File: src/rtl/asq_pkg.sv
package asq_pkg;
  localparam int SETUP_W  = 6;
  localparam int STROBE_W = 6;
  localparam int HOLD_W   = 3;
  localparam int TURN_W   = 3;
  localparam int CFG_W    = 32;
  localparam int CNT_W    = 6;

  localparam logic [1:0] SEL_RD   = 2'd0;
  localparam logic [1:0] SEL_WR   = 2'd1;
  localparam logic [1:0] SEL_MODE = 2'd2;

  typedef enum logic [2:0] {
    PH_IDLE,
    PH_TURN,
    PH_SETUP,
    PH_STROBE,
    PH_HOLD
  } phase_e;

  typedef struct packed {
    logic [SETUP_W-1:0]  setup;
    logic [STROBE_W-1:0] strobe;
    logic [HOLD_W-1:0]   hold;
  } times_t;

  typedef struct packed {
    times_t              rd;
    times_t              wr;
    logic                wide;
    logic                sel_strobe;
    logic                ext_wait;
    logic [TURN_W-1:0]   turn;
  } cs_cfg_t;

  function automatic times_t unpack_times(input logic [CFG_W-1:0] w);
    times_t t;
    t.setup  = w[0 +: SETUP_W];
    t.strobe = w[8 +: STROBE_W];
    t.hold   = w[16 +: HOLD_W];
    return t;
  endfunction
endpackage

File: src/rtl/asq_cfg_bank.sv
module asq_cfg_bank
  import asq_pkg::*;
#(
  parameter int NUM_CS = 4,
  localparam int CS_W = $clog2(NUM_CS)
) (
  input  logic             clk,
  input  logic             rst,
  input  logic             we_i,
  input  logic [CS_W-1:0]  target_i,
  input  logic [1:0]       sel_i,
  input  logic [CFG_W-1:0] wdata_i,
  output cs_cfg_t          cfg_o [NUM_CS]
);
  for (genvar g = 0; g < NUM_CS; g++) begin : g_slot
    cs_cfg_t slot_q;

    always_ff @(posedge clk) begin
      if (rst) begin
        slot_q <= '0;
      end else if (we_i && (target_i == CS_W'(g))) begin
        case (sel_i)
          SEL_RD:   slot_q.rd <= unpack_times(wdata_i);
          SEL_WR:   slot_q.wr <= unpack_times(wdata_i);
          SEL_MODE: begin
            slot_q.wide       <= wdata_i[0];
            slot_q.sel_strobe <= wdata_i[1];
            slot_q.ext_wait   <= wdata_i[2];
            slot_q.turn       <= wdata_i[8 +: TURN_W];
          end
          default: ;
        endcase
      end
    end

    assign cfg_o[g] = slot_q;
  end
endmodule

File: src/rtl/asq_wait_sync.sv
module asq_wait_sync #(
  parameter int STAGES = 2
) (
  input  logic clk,
  input  logic rst,
  input  logic async_i,
  output logic sync_o
);
  logic [STAGES-1:0] chain_q;

  always_ff @(posedge clk) begin
    if (rst) chain_q <= '0;
    else     chain_q <= {chain_q[STAGES-2:0], async_i};
  end

  assign sync_o = chain_q[STAGES-1];
endmodule

File: src/rtl/asq_phase_fsm.sv
module asq_phase_fsm
  import asq_pkg::*;
(
  input  logic              clk,
  input  logic              rst,
  input  logic              start_i,
  input  logic [TURN_W-1:0] turn_len_i,
  input  times_t            times_i,
  input  logic              ext_i,
  input  logic              wait_i,
  output phase_e            phase_o,
  output logic              done_o,
  output logic              capture_o
);
  phase_e           phase_q;
  logic [CNT_W-1:0] cnt_q;
  times_t           times_q;
  logic             ext_q;
  logic             done_q;
  logic             cnt_last;
  logic             stretch;

  // a programmed zero still yields one cycle
  function automatic logic [CNT_W-1:0] span(input logic [CNT_W-1:0] v);
    return (v == '0) ? CNT_W'(1) : v;
  endfunction

  assign cnt_last = (cnt_q == CNT_W'(1));
  assign stretch  = ext_q && wait_i;

  always_ff @(posedge clk) begin
    if (rst) begin
      phase_q <= PH_IDLE;
      cnt_q   <= '0;
      times_q <= '0;
      ext_q   <= 1'b0;
      done_q  <= 1'b0;
    end else begin
      done_q <= 1'b0;
      case (phase_q)
        PH_IDLE: begin
          if (start_i) begin
            times_q <= times_i;
            ext_q   <= ext_i;
            if (turn_len_i != '0) begin
              phase_q <= PH_TURN;
              cnt_q   <= CNT_W'(turn_len_i);
            end else begin
              phase_q <= PH_SETUP;
              cnt_q   <= span(CNT_W'(times_i.setup));
            end
          end
        end
        PH_TURN: begin
          if (cnt_last) begin
            phase_q <= PH_SETUP;
            cnt_q   <= span(CNT_W'(times_q.setup));
          end else begin
            cnt_q <= cnt_q - CNT_W'(1);
          end
        end
        PH_SETUP: begin
          if (cnt_last) begin
            phase_q <= PH_STROBE;
            cnt_q   <= span(CNT_W'(times_q.strobe));
          end else begin
            cnt_q <= cnt_q - CNT_W'(1);
          end
        end
        PH_STROBE: begin
          if (cnt_last) begin
            if (!stretch) begin
              phase_q <= PH_HOLD;
              cnt_q   <= span(CNT_W'(times_q.hold));
            end
          end else begin
            cnt_q <= cnt_q - CNT_W'(1);
          end
        end
        PH_HOLD: begin
          if (cnt_last) begin
            phase_q <= PH_IDLE;
            cnt_q   <= '0;
            done_q  <= 1'b1;
          end else begin
            cnt_q <= cnt_q - CNT_W'(1);
          end
        end
        default: phase_q <= PH_IDLE;
      endcase
    end
  end

  assign phase_o   = phase_q;
  assign done_o    = done_q;
  assign capture_o = (phase_q == PH_STROBE) && cnt_last && !stretch;
endmodule

File: src/rtl/async_mem_sequencer.sv
module async_mem_sequencer
  import asq_pkg::*;
#(
  parameter int NUM_CS = 4,
  parameter int ADDR_W = 28,
  parameter int DATA_W = 16,
  localparam int CS_W     = $clog2(NUM_CS),
  localparam int WIN_W    = ADDR_W - CS_W,
  localparam int NARROW_W = DATA_W / 2
) (
  input  logic              clk,
  input  logic              rst,
  input  logic              cfg_we,
  input  logic [CS_W-1:0]   cfg_target,
  input  logic [1:0]        cfg_sel,
  input  logic [CFG_W-1:0]  cfg_wdata,
  input  logic              req_valid,
  output logic              req_ready,
  input  logic              req_write,
  input  logic [ADDR_W-1:0] req_addr,
  input  logic [DATA_W-1:0] req_wdata,
  output logic              done,
  output logic [DATA_W-1:0] rd_data,
  output logic [NUM_CS-1:0] mem_cs_n,
  output logic              mem_oe_n,
  output logic              mem_we_n,
  output logic [WIN_W-1:0]  mem_addr,
  output logic [DATA_W-1:0] mem_dout,
  output logic              mem_dout_en,
  input  logic [DATA_W-1:0] mem_din,
  input  logic              mem_wait
);
  cs_cfg_t           cfg_tbl [NUM_CS];
  cs_cfg_t           new_cfg;
  times_t            new_times;
  logic [CS_W-1:0]   req_cs;
  logic              accept;
  logic              need_turn;
  logic [TURN_W-1:0] turn_len;
  logic              wait_s;
  phase_e            phase;
  logic              capture;

  // state of the access in progress (or the last one, while idle)
  logic              op_valid_q;
  logic [CS_W-1:0]   cs_q;
  logic              wr_q;
  logic              sel_q;
  logic              wide_q;
  logic [TURN_W-1:0] turn_q;
  logic [WIN_W-1:0]  addr_q;
  logic [DATA_W-1:0] wdata_q;
  logic [DATA_W-1:0] rd_q;

  logic in_access;
  logic strobing;
  logic cs_active;

  asq_cfg_bank #(.NUM_CS(NUM_CS)) i_cfg_bank (
    .clk      (clk),
    .rst      (rst),
    .we_i     (cfg_we),
    .target_i (cfg_target),
    .sel_i    (cfg_sel),
    .wdata_i  (cfg_wdata),
    .cfg_o    (cfg_tbl)
  );

  asq_wait_sync #(.STAGES(2)) i_wait_sync (
    .clk     (clk),
    .rst     (rst),
    .async_i (mem_wait),
    .sync_o  (wait_s)
  );

  assign req_cs    = req_addr[ADDR_W-1 -: CS_W];
  assign new_cfg   = cfg_tbl[req_cs];
  assign new_times = req_write ? new_cfg.wr : new_cfg.rd;
  assign accept    = req_valid && req_ready;
  assign need_turn = op_valid_q && ((cs_q != req_cs) || (wr_q != req_write));
  assign turn_len  = need_turn ? turn_q : '0;

  asq_phase_fsm i_phase_fsm (
    .clk        (clk),
    .rst        (rst),
    .start_i    (accept),
    .turn_len_i (turn_len),
    .times_i    (new_times),
    .ext_i      (new_cfg.ext_wait),
    .wait_i     (wait_s),
    .phase_o    (phase),
    .done_o     (done),
    .capture_o  (capture)
  );

  always_ff @(posedge clk) begin
    if (rst) begin
      op_valid_q <= 1'b0;
      cs_q       <= '0;
      wr_q       <= 1'b0;
      sel_q      <= 1'b0;
      wide_q     <= 1'b0;
      turn_q     <= '0;
      addr_q     <= '0;
      wdata_q    <= '0;
    end else if (accept) begin
      op_valid_q <= 1'b1;
      cs_q       <= req_cs;
      wr_q       <= req_write;
      sel_q      <= new_cfg.sel_strobe;
      wide_q     <= new_cfg.wide;
      turn_q     <= new_cfg.turn;
      addr_q     <= new_cfg.wide ? {1'b0, req_addr[WIN_W-1:1]} : req_addr[WIN_W-1:0];
      wdata_q    <= req_wdata;
    end
  end

  always_ff @(posedge clk) begin
    if (rst) begin
      rd_q <= '0;
    end else if (capture && !wr_q) begin
      rd_q <= wide_q ? mem_din : {{(DATA_W-NARROW_W){1'b0}}, mem_din[NARROW_W-1:0]};
    end
  end

  assign in_access = (phase == PH_SETUP) || (phase == PH_STROBE) || (phase == PH_HOLD);
  assign strobing  = (phase == PH_STROBE);
  assign cs_active = strobing || (!sel_q && in_access);

  for (genvar g = 0; g < NUM_CS; g++) begin : g_cs
    assign mem_cs_n[g] = !(cs_active && (cs_q == CS_W'(g)));
  end

  assign req_ready   = (phase == PH_IDLE);
  assign mem_oe_n    = !(strobing && !wr_q);
  assign mem_we_n    = !(strobing && wr_q);
  assign mem_dout_en = in_access && wr_q;
  assign mem_addr    = addr_q;
  assign mem_dout    = wdata_q;
  assign rd_data     = rd_q;
endmodule

File: config.mk
export PLATFORM = sky130hd
export DESIGN_NAME = async_mem_sequencer
export DESIGN_NICKNAME = d
export VERILOG_FILES = /design/src/rtl/asq_pkg.sv /design/src/rtl/asq_cfg_bank.sv /design/src/rtl/asq_wait_sync.sv /design/src/rtl/asq_phase_fsm.sv /design/src/rtl/async_mem_sequencer.sv
export SDC_FILE = /design/constraint.sdc
export NUM_CORES = 1
export LEC_CHECK = 0
export ABC_AREA = 1
export BUFFER_PORTS_ARGS = -buffer_cell sky130_fd_sc_hd__clkbuf_2
export CORE_UTILIZATION = 30
export CTS_CLUSTER_SIZE = 25
export DETAILED_ROUTE_END_ITERATION = 8
export GPL_TIMING_DRIVEN = 0
export MAX_ROUTING_LAYER = met4
export RECOVER_POWER = 50
export SETUP_SLACK_MARGIN = 0.4
export SYNTH_ARGS = -nofsm -noshare
export SYNTH_HDL_FRONTEND = slang
export SYNTH_SLANG_ARGS = --single-unit
File: constraint.sdc
create_clock -name clk -period 1.7 [get_ports clk]
set_input_delay 0.34 -clock clk [delete_from_list [all_inputs] [get_ports clk]]
set_output_delay 0.34 -clock clk [all_outputs]
set_load 0.005 [all_outputs]
==> results.json, run 1 <==
{
  "route.detailed.drc": 0,
  "final_area_um2": 14730,
  "crit_path_max_fanout": 4,
  "gr-total-overflow": 0,
  "syn-cell-area_um2": 10510,
  "syn-num-nets": 1593,
  "clockRootBuffer": "clkbuf_16",
  "finClkSkew_ns": 0.01327,
  "synth-seq-area-share_pct": 45.55,
  "rows": 68,
  "grt_max_degree": 13,
  "synth_cell_types": 41,
  "synthToLayoutAreaGrowth_pct": 40.23,
  "synth.most_common_cell": "nor2_1",
  "status": "finished with violations",
  "hold_viol_final": 0,
  "ff2ff_setup_slack_ns": -0.26,
  "slew_headroom_pct": 45.45,
  "timing.final.crit_period_ns": 2.091,
  "seqPwrFrac_pct": 34.9,
  "rsz0062_at_grt": "yes",
  "tightest_slew_ns": 0.8182,
  "path_class": "flip-flop to output port",
  "cts_tree": "yes",
  "drive_gt1_share_pct": 29.59,
  "cp_top_family": "buffers and inverters",
  "num_vias": 11230,
  "synth-edff-count": 0,
  "fp.coreArea_um2": 34460,
  "fp.dieW_um": 189.1,
  "antenna_cells": 0,
  "gp_congestion": 0.9187,
  "dp.final_hpwl_mm": 26.54,
  "yosysWarnings": 0,
  "grt_first_pass_wirelength_mm": 59.67,
  "power.share.clock_pct": 30.1,
  "vdd_drop_max_uv": 828.6,
  "p_sw_share_pct": 32.42,
  "ctsHtreeMaxLevel": 1,
  "clk_pin_slew_worst_paths_ns": 0.06,
  "finalSetupViolCount": 118,
  "path_buf_inv": 4,
  "p_leak_nw": 6.474,
  "cts_buffers": 27,
  "arrival_ns": 1.75,
  "dpl_cell_area_um2": 11980,
  "synthTopCellsByCount": "nor2_1 (267), o21ai_0 (241), dfxtp_1 (239), nand2_1 (180), inv_1 (157)",
  "synth_ff_type": "dfxtp_1",
  "finalCritPeriodShare_pct": 123.0,
  "netlist.area_leader.share_pct": 45.55,
  "power_mw": 19.24,
  "avgSynthCellArea_um2": 7.055,
  "hp-class": "input port to flip-flop",
  "worstPathRequired_ns": 1.36,
  "failed_checks": "negative setup slack",
  "port_buffers": 142,
  "die_area_um2": 35770,
  "fmax_mhz": 478.2,
  "viasPerCell": 5.069,
  "die_y_um": 189.1,
  "switchingPower_mw": 6.239,
  "nets": 1849,
  "antenna_found_initial": 0,
  "synth_area_leaders": "dfxtp_1 (46%), o21ai_0 (11%), nor2_1 (9.5%)",
  "internal-power_mw": 13.00,
  "nFillCells": 3411,
  "max_cap_viol_count": 0,
  "avgRoutedWirePerCell_um": 17.85,
  "cp_cell_sequence": "nor2_4, inv_2, nor2_4, inv_2, a21oi_2, nor2_1, inv_1, nand3_1, buf_2",
  "cts_buffer_depth": 3,
  "synthArstFlopShare_pct": 0,
  "endpoint_kind": "output port",
  "drt_wl_total_mm": 39.56,
  "track_usage_pct": 21.78,
  "cts_sinks": 239,
  "slowest_delay_ns": 0.36,
  "grt_pass1_vias": 10500,
  "syn-instance-count": 1489,
  "p_comb_share_pct": 35.0,
  "drtIter0Drc": 1105,
  "power_density_nw_per_um2": 1306,
  "yosys.area.top_type": "dfxtp_1",
  "fin_ws_ns": -0.3911,
  "ant_nets": 0,
  "ys_seq_elements": 239,
  "clk_latency_ns": 0.54,
  "slew_viol_final": 0,
  "ios": 169,
  "start_util_pct": 30.49,
  "dr.pass1.iters": 6,
  "critPathSlowestCell": "dfxtp_4",
  "critPathLaunchType": "flip-flop"
}
## final timing paths
kind	start	endpoint	cells past startpoint
worst max-delay path	i_phase_fsm.phase_o[1]	mem_cs_n[3]	9
worst min-delay path	mem_din[3]	rd_data[3]	3
worst max register to register	i_phase_fsm.phase_o[1]	mem_addr[10]	14
worst min register to register	i_wait_sync.chain_q[0]	i_wait_sync.chain_q[1]	2
## sequential cells by signal, indices dropped and copies added, names as in the netlist
name                 flops
sel_q                    1
i_phase_fsm.times_q     15
i_phase_fsm.ext_q        1
rd_data                 16
i_phase_fsm.done_o       1
i_cfg_bank.cfg_o       144
mem_dout                16
cs_q                     2
wide_q                   1
turn_q                   3
op_valid_q               1
wr_q                     1
i_wait_sync.chain_q      2
mem_addr                26
i_phase_fsm.cnt_q        6
i_phase_fsm.phase_o      3
## tightest hold or removal path, delay by kind of cell
kind	cells	cell delay, ns
compound gates	1	0.05
buf+inv	2	0.12
## metrics by stage
step / hold slack, ns / instances / worst slack, ns / util (%) / setup TNS [ns]
floorplan: 0.3883 / 1489 / 0.2806 / - / 0
global placement: 0.3966 / 2086 / -0.6531 / 34.76 / -22.60
detailed placement: 0.4088 / 2086 / -0.5822 / 34.76 / -28.60
CTS: 0.004725 / 2196 / -0.3334 / 41.09 / -7.957
global route: 0.01905 / 2216 / -0.4923 / 42.75 / -24.95
finish: 0.01216 / 2216 / -0.3911 / 42.75 / -15.68
## routing by layer
metal	share of wire (%)	up-vias	GRT usage, %
li1	-	5379	-
met1	44	5354	27.96
met5	0	-	-
met2	47	416	35.03
met4	3.5	0	8.251
met3	6.0	84	2.558
## cells in the final DEF (no fill, tap or decap), types with 21 or more instances in the layout
cell and n:
inv_1 147, nor2_1 252, o21ai_0 193, clkbuf_2 133, dfxtp_1 175, dfxtp_2 61
buf_6 51, o211ai_1 30, buf_2 21, buf_4 50, o21ai_2 21, o21ai_1 31
clkbuf_1 34, clkbuf_16 30, nand3_1 53, a21oi_1 100, nand2_1 172
## power groups by stage
stage,Combinational (mW),Sequential [mW],Clock [mW]
after CTS,5.95,6.67,5.82
after global placement,3.90,6.70,0
after floorplan,2.60,6.67,0
after detailed placement,3.92,6.71,0
final,6.74,6.72,5.78
after global routing,7.22,6.78,6.06
## logic make-up (layout without fill, tap and decap cells)
kind of cell    after synthesis  in the layout  synth area share (%)
flops                       239            239                 45.55
xor+xnor                      6              6                0.5002
compound gates              428            428                 22.25
fa+ha+maj                     2              2                0.2382
simple gates                543            544                 21.13
buf+inv                     271            542                 10.34
## layout make-up
type / instances / area [um^2] / share of cell area [%]
timing repair buffer: 225 / 1882 / 12.77
timing repair inverter: 1 / 11.26 / 0.07644
inverter: 166 / 651.9 / 4.425
clock buffer: 40 / 814.5 / 5.529
sequential: 239 / 4872 / 33.07
clock inverter: 5 / 50.05 / 0.3397
tap: 455 / 569.3 / 3.864
multi-input combinational: 980 / 5187 / 35.21
buffer: 105 / 693.2 / 4.705
## timing repair
item | in CTS | in global routing
endpoints found under the setup margin | 200 | 266
cloned | 13 | 1
pin swaps | 52 | 30
hold endpoints to repair | 3 | 0
setup buffers | 49 | 19
hold buffers | 3 | 0
resized for setup | 231 | 142
Power figures use the tool's default switching activity.
==> run 2: changes to the inputs <==
--- a/config.mk
+++ b/config.mk
@@ -7,13 +7,15 @@
 export LEC_CHECK = 0
 export ABC_AREA = 1
 export BUFFER_PORTS_ARGS = -buffer_cell sky130_fd_sc_hd__clkbuf_2
-export CORE_UTILIZATION = 30
+export CORE_UTILIZATION = 57
 export CTS_CLUSTER_SIZE = 25
 export DETAILED_ROUTE_END_ITERATION = 8
 export GPL_TIMING_DRIVEN = 0
 export MAX_ROUTING_LAYER = met4
+export PLACE_DENSITY = 0.8
 export RECOVER_POWER = 50
 export SETUP_SLACK_MARGIN = 0.4
 export SYNTH_ARGS = -nofsm -noshare
 export SYNTH_HDL_FRONTEND = slang
 export SYNTH_SLANG_ARGS = --single-unit
+export TNS_END_PERCENT = 50
==> constraint.sdc (replaced) <==
create_clock -name clk -period 2.2 [get_ports clk]
set_input_delay 0.44 -clock clk [delete_from_list [all_inputs] [get_ports clk]]
set_output_delay 0.44 -clock clk [all_outputs]
set_load 0.005 [all_outputs]
==> run 2 against run 1 <==
The flow now finishes without violations. Cell area down 12%. Total power shrank 30%. Final cell count decreased by 13%. Die area fell by 47%. Highest routed layer unchanged. Register-to-register slack better by 0.34 ns. Global-route usage grew 13 points. Worst setup slack improved by 0.44 ns. First-iteration DRC count grew 31%. Via count is essentially flat. Clock skew fell by 0.0036 ns. Sequential cell count stayed put. Critical endpoint unchanged.
==> results.json, run 2 (synthesis results as in run 1) <==
{
  "rsz0062_at_grt": "yes",
  "cts_hold_buffers": 0,
  "r2r_cells": 12,
  "critPathLaunchType": "flip-flop",
  "cts_sinks": 239,
  "switchingPower_mw": 4.358,
  "hold_viol_final": 0,
  "dr.max_layer_used": "met4",
  "final_common_cell": "nor2_1",
  "vdd_drop_max_uv": 735.6,
  "drtIter0Drc": 1449,
  "start_util_pct": 58.28,
  "nets": 1793,
  "clockRootBuffer": "clkbuf_16",
  "crit_path_max_fanout": 4,
  "viasPerCell": 5.803,
  "cts_tree": "yes",
  "gr-total-overflow": 0,
  "endpoint_kind": "output port",
  "hold_depth": 3,
  "seqPwrFrac_pct": 38.2,
  "wl_met3_mm": 3.714,
  "drt_wl_total_mm": 34.88,
  "hold_end": "i_wait_sync.chain_q[0]",
  "port_buffers": 142,
  "avgRoutedWirePerCell_um": 18.03,
  "die_area_um2": 18980,
  "p_leak_nw": 5.678,
  "rows": 49,
  "fp.dieW_um": 137.8,
  "hold_slack_ns": 0.1263,
  "clk_latency_ns": 0.52,
  "ff2ff_setup_slack_ns": 0.08,
  "grt_max_degree": 15,
  "die_y_um": 137.8,
  "finalCritPeriodShare_pct": 97.62,
  "status": "complete, no violations",
  "preCtsSetupSlack_ns": -0.1004,
  "path_class": "flip-flop to output port",
  "synthToLayoutAreaGrowth_pct": 23.48,
  "fin_ws_ns": 0.05236,
  "p_sw_share_pct": 32.54,
  "worstHoldStart": "mem_wait",
  "ant_nets": 0,
  "slew_viol_final": 0,
  "arrival_ns": 1.71,
  "p_comb_share_pct": 30.3,
  "finClkSkew_ns": 0.009688,
  "dr.pass1.iters": 6,
  "post-place-cells": 1860,
  "power_mw": 13.39,
  "tightest_slew_ns": 0.7645,
  "dp.final_hpwl_mm": 23.15,
  "ios": 169,
  "antenna_cells": 0,
  "antenna_found_initial": 0,
  "grt_first_pass_wirelength_mm": 49.69,
  "power.share.clock_pct": 31.5,
  "nFillCells": 1485,
  "route.detailed.drc": 0,
  "cts_buffer_depth": 3,
  "ctsHtreeMaxLevel": 1,
  "drive_gt1_share_pct": 14.89,
  "slew_headroom_pct": 49.03,
  "internal-power_mw": 9.035,
  "num_vias": 11230,
  "max_cap_viol_count": 0,
  "final_cell_mix": "nor2_1 (260), o21ai_0 (236), dfxtp_1 (236)",
  "hp-class": "input port to flip-flop",
  "timing.rr.start": "i_phase_fsm.phase_o[1]",
  "cts_buffers": 25,
  "final_cell_count_no_fill": 1935,
  "clk_pin_slew_worst_paths_ns": 0.06,
  "track_usage_pct": 34.71,
  "finalSetupViolCount": 0,
  "largest_register_ffs": 144,
  "worstPathRequired_ns": 1.76,
  "wl_met1_mm": 13.73,
  "wl_met2_mm": 15.88,
  "grt_pass1_vias": 9635,
  "fp.coreArea_um2": 18020,
  "r2r-end": "wr_q",
  "timing.final.crit_period_ns": 2.148,
  "gp_congestion": 0.9827,
  "power_density_nw_per_um2": 1033,
  "fmax_mhz": 465.6
}
[run 2: layer usage]
layer | vias to the layer above | GRT usage [%]
met4 | 0 | 13.59
met5 | - | -
met3 | 150 | 5.923
li1 | 5254 | -
met2 | 718 | 53.55
met1 | 5107 | 45.27
[run 2: power by group through the flow]
stage	sequential [mW]	clock, mW	combinational, mW
finish	5.11	4.22	4.06
global route	5.15	4.40	4.38
CTS	5.09	4.22	2.88
detailed placement	5.17	0	2.79
global placement	5.15	0	2.74
floorplan	5.13	0	1.86
[run 2: worst max path at each step]
stage,startpoint,to,cells after the start
2_1_floorplan,req_addr[27],mem_addr[10],10
3_3_place_gp,rst,i_cfg_bank.cfg_o[82],6
3_5_place_dp,rst,i_cfg_bank.cfg_o[79],6
4_1_cts,i_phase_fsm.phase_o[1],mem_cs_n[2],9
5_1_grt,i_phase_fsm.phase_o[1],mem_cs_n[3],9
6_report,i_phase_fsm.phase_o[1],mem_cs_n[3],9
[run 2: metrics by stage]
stage	util, %	TNS, ns	instance area, um^2
final	71.96	0	12970
after global routing	71.96	-0.0002471	12970
after CTS	68.58	0	12360
after detailed placement	63.81	-1.200	11500
after global placement	63.81	-0.2361	11500
after floorplan	-	0	10510
[run 2: worst max-delay path, stage by stage, from the launching register on]
cell	delay (ns)
dfxtp_4	0.36
nor2_4	0.12
inv_2	0.05
nor2_2	0.11
inv_2	0.07
a21oi_2	0.11
nor2_1	0.06
inv_2	0.08
nand3_1	0.08
clkbuf_2	0.14
[run 2: final cells by class]
type	instances	area, um^2	area share, %
flip-flops and latches	239	4791	36.93
multi-input cells	979	4786	36.90
repair buffers	172	1054	8.122
clock buffers	37	750.7	5.788
inverters	166	649.4	5.006
plain buffers	105	584.3	4.505
well taps	229	286.5	2.209
clock inverters	7	63.81	0.4919
repair inverters	1	6.256	0.04823
[run 2: what timing repair did]
action | 4_1_cts | 5_1_grt
gates cloned | 0 | 9
endpoints found under the setup margin | 10 | 111
setup buffers | 4 | 18
pin swaps | 1 | 8
gates resized for setup | 5 | 125
==> run 3: changes to the inputs <==
--- a/config.mk
+++ b/config.mk
@@ -7,6 +7,7 @@
 export LEC_CHECK = 0
 export ABC_AREA = 1
 export BUFFER_PORTS_ARGS = -buffer_cell sky130_fd_sc_hd__clkbuf_2
+export CORE_MARGIN = 3
 export CORE_UTILIZATION = 57
 export CTS_CLUSTER_SIZE = 25
 export DETAILED_ROUTE_END_ITERATION = 8
==> run 3 against run 2 <==
Global-route usage decreased by 2.1 points. Sequential power hardly changed. Final cell count is 0.31% lower. Critical endpoint is now mem_cs_n[2]. Sequential share of layout area grew 0.37 points. Clock power increased by 5.9%. Register-to-register slack improved by 0.10 ns. Wire length down 2.0%. Worst setup slack improved by 0.050 ns. Cell area down 0.99%. Worst hold slack worse by 0.011 ns.
==> results.json, run 3 (synthesis results as in run 1) <==
{
  "power.share.clock_pct": 33.7,
  "finClkSkew_ns": 0.006949,
  "vdd_drop_max_uv": 979.0,
  "clockRootBuffer": "clkbuf_16",
  "die_y_um": 141.8,
  "rsz0062_at_grt": "yes",
  "fin_setup_tns_ns": 0,
  "status": "complete, no violations",
  "grt_first_pass_wirelength_mm": 51.50,
  "cts_hold_buffers": 0,
  "ios": 169,
  "fp.coreArea_um2": 18020,
  "viasPerCell": 5.734,
  "ctsHtreeMaxLevel": 1,
  "crit_path_max_fanout": 7,
  "path_class": "flip-flop to output port",
  "drtIter0Drc": 1322,
  "hold_viol_final": 0,
  "hp-class": "input port to flip-flop",
  "switchingPower_mw": 4.222,
  "endpoint_kind": "output port",
  "start_util_pct": 58.28,
  "final_cell_mix": "nor2_1 (265), dfxtp_1 (236), o21ai_0 (230)",
  "fin_ws_ns": 0.1020,
  "drive_gt1_share_pct": 15.00,
  "use_met3_pct": 6.336,
  "p_sw_share_pct": 31.83,
  "route.detailed.drc": 0,
  "antenna_found_initial": 0,
  "timing.final.crit_period_ns": 2.098,
  "internal-power_mw": 9.042,
  "use_met2_pct": 50.27,
  "die_area_um2": 20090,
  "power_density_nw_per_um2": 1033,
  "gr-total-overflow": 0,
  "critPathLaunchType": "flip-flop",
  "slew_headroom_pct": 49.45,
  "fp.dieW_um": 141.8,
  "final_common_cell": "nor2_1",
  "cts_sinks": 239,
  "nets": 1785,
  "finalSetupViolCount": 0,
  "max_cap_viol_count": 0,
  "fmax_mhz": 476.7,
  "avgRoutedWirePerCell_um": 17.72,
  "rows": 49,
  "dp.final_hpwl_mm": 23.19,
  "seqPwrFrac_pct": 38.5,
  "track_usage_pct": 32.60,
  "clk_latency_ns": 0.53,
  "clk_pin_slew_worst_paths_ns": 0.06,
  "num_vias": 11060,
  "use_met1_pct": 42.64,
  "slew_viol_final": 0,
  "p_leak_nw": 5.669,
  "grt_max_degree": 14,
  "grt_pass1_vias": 9922,
  "preCtsSetupSlack_ns": -0.1720,
  "arrival_ns": 1.66,
  "cts_tree": "yes",
  "power_mw": 13.26,
  "p_comb_share_pct": 27.8,
  "gp_congestion": 1.019,
  "port_buffers": 142,
  "ant_nets": 0,
  "antenna_cells": 0,
  "cts_buffer_depth": 3,
  "worstPathRequired_ns": 1.76,
  "drt_wl_total_mm": 34.19,
  "largest_register_ffs": 144,
  "tightest_slew_ns": 0.7583,
  "finalCritPeriodShare_pct": 95.36,
  "dr.pass1.iters": 6,
  "top_usage_layer": "met2",
  "cts_buffers": 25,
  "synthToLayoutAreaGrowth_pct": 22.25
}
-- run 3: cell types whose count changed in the layout (fill, tap and decap cells not counted), sizes merged --
| cell | delta |
|---|---|
| bufinv | +2 |
| clkinv | -1 |
| clkbuf | -4 |
| clkinvlp | +1 |
| buf | -4 |
-- run 3: worst paths after layout --
path	start	depth (start not counted)	slack, ns	to
worst max-delay path	i_phase_fsm.phase_o[2]	7	0.10	mem_cs_n[2]
worst min register to register	i_wait_sync.chain_q[0]	2	0.42	i_wait_sync.chain_q[1]
worst max register to register	i_phase_fsm.phase_o[1]	15	0.18	i_phase_fsm.times_q[7]
worst min-delay path	mem_wait	3	0.12	i_wait_sync.chain_q[0]
-- run 3: cell type report --
class                   instances  area [um^2]
plain buffers                 105        533.0
clock buffers                  37        750.7
clock inverters                 9        123.9
fillers                      1488         5182
inverters                     166        639.4
multi-input cells             979         4755
flip-flops and latches        239         4791
well taps                     229        286.5
repair buffers                164        955.9
repair inverters                1        7.507
-- run 3: critical path, cell delays in order (launching register included) --
cell	delay, ns
dfxtp_2	0.35
inv_2	0.13
nand3_2	0.17
inv_4	0.13
nor2_1	0.06
inv_2	0.08
nand3_1	0.08
clkbuf_2	0.13
-- run 3: per-stage QoR --
step | area (um^2) | cells | util (%) | hold WS, ns
6_report | 12840 | 1929 | 71.25 | 0.1154
5_1_grt | 12840 | 1929 | 71.25 | 0.1155
4_1_cts | 12420 | 1909 | 68.88 | 0.09563
3_5_place_dp | 11500 | 1860 | 63.81 | 0.4018
3_3_place_gp | 11500 | 1860 | 63.81 | 0.3923
2_1_floorplan | 10510 | 1489 | - | 0.3883
-- run 3: per-layer routing --
metal  vias up  wire (um)
li1       5246          -
met1      5086      13860
met2       604      15600
met3       124       3326
met4         0       1400
met5         -          0
-- run 3: repair_timing --
action	in CTS	in global routing
pin swaps	2	10
resized for setup	6	92
buffers inserted	3	14
cloned	0	6
endpoints found under the setup margin	14	113
-- run 3: power groups by stage --
stage          sequential (mW)  combinational [mW]  clock (mW)
2_1_floorplan             5.13                1.86           0
3_3_place_gp              5.16                2.74           0
3_5_place_dp              5.17                2.79           0
4_1_cts                   5.09                2.88        4.47
5_1_grt                   5.15                4.02        4.66
6_report                  5.11                3.69        4.47
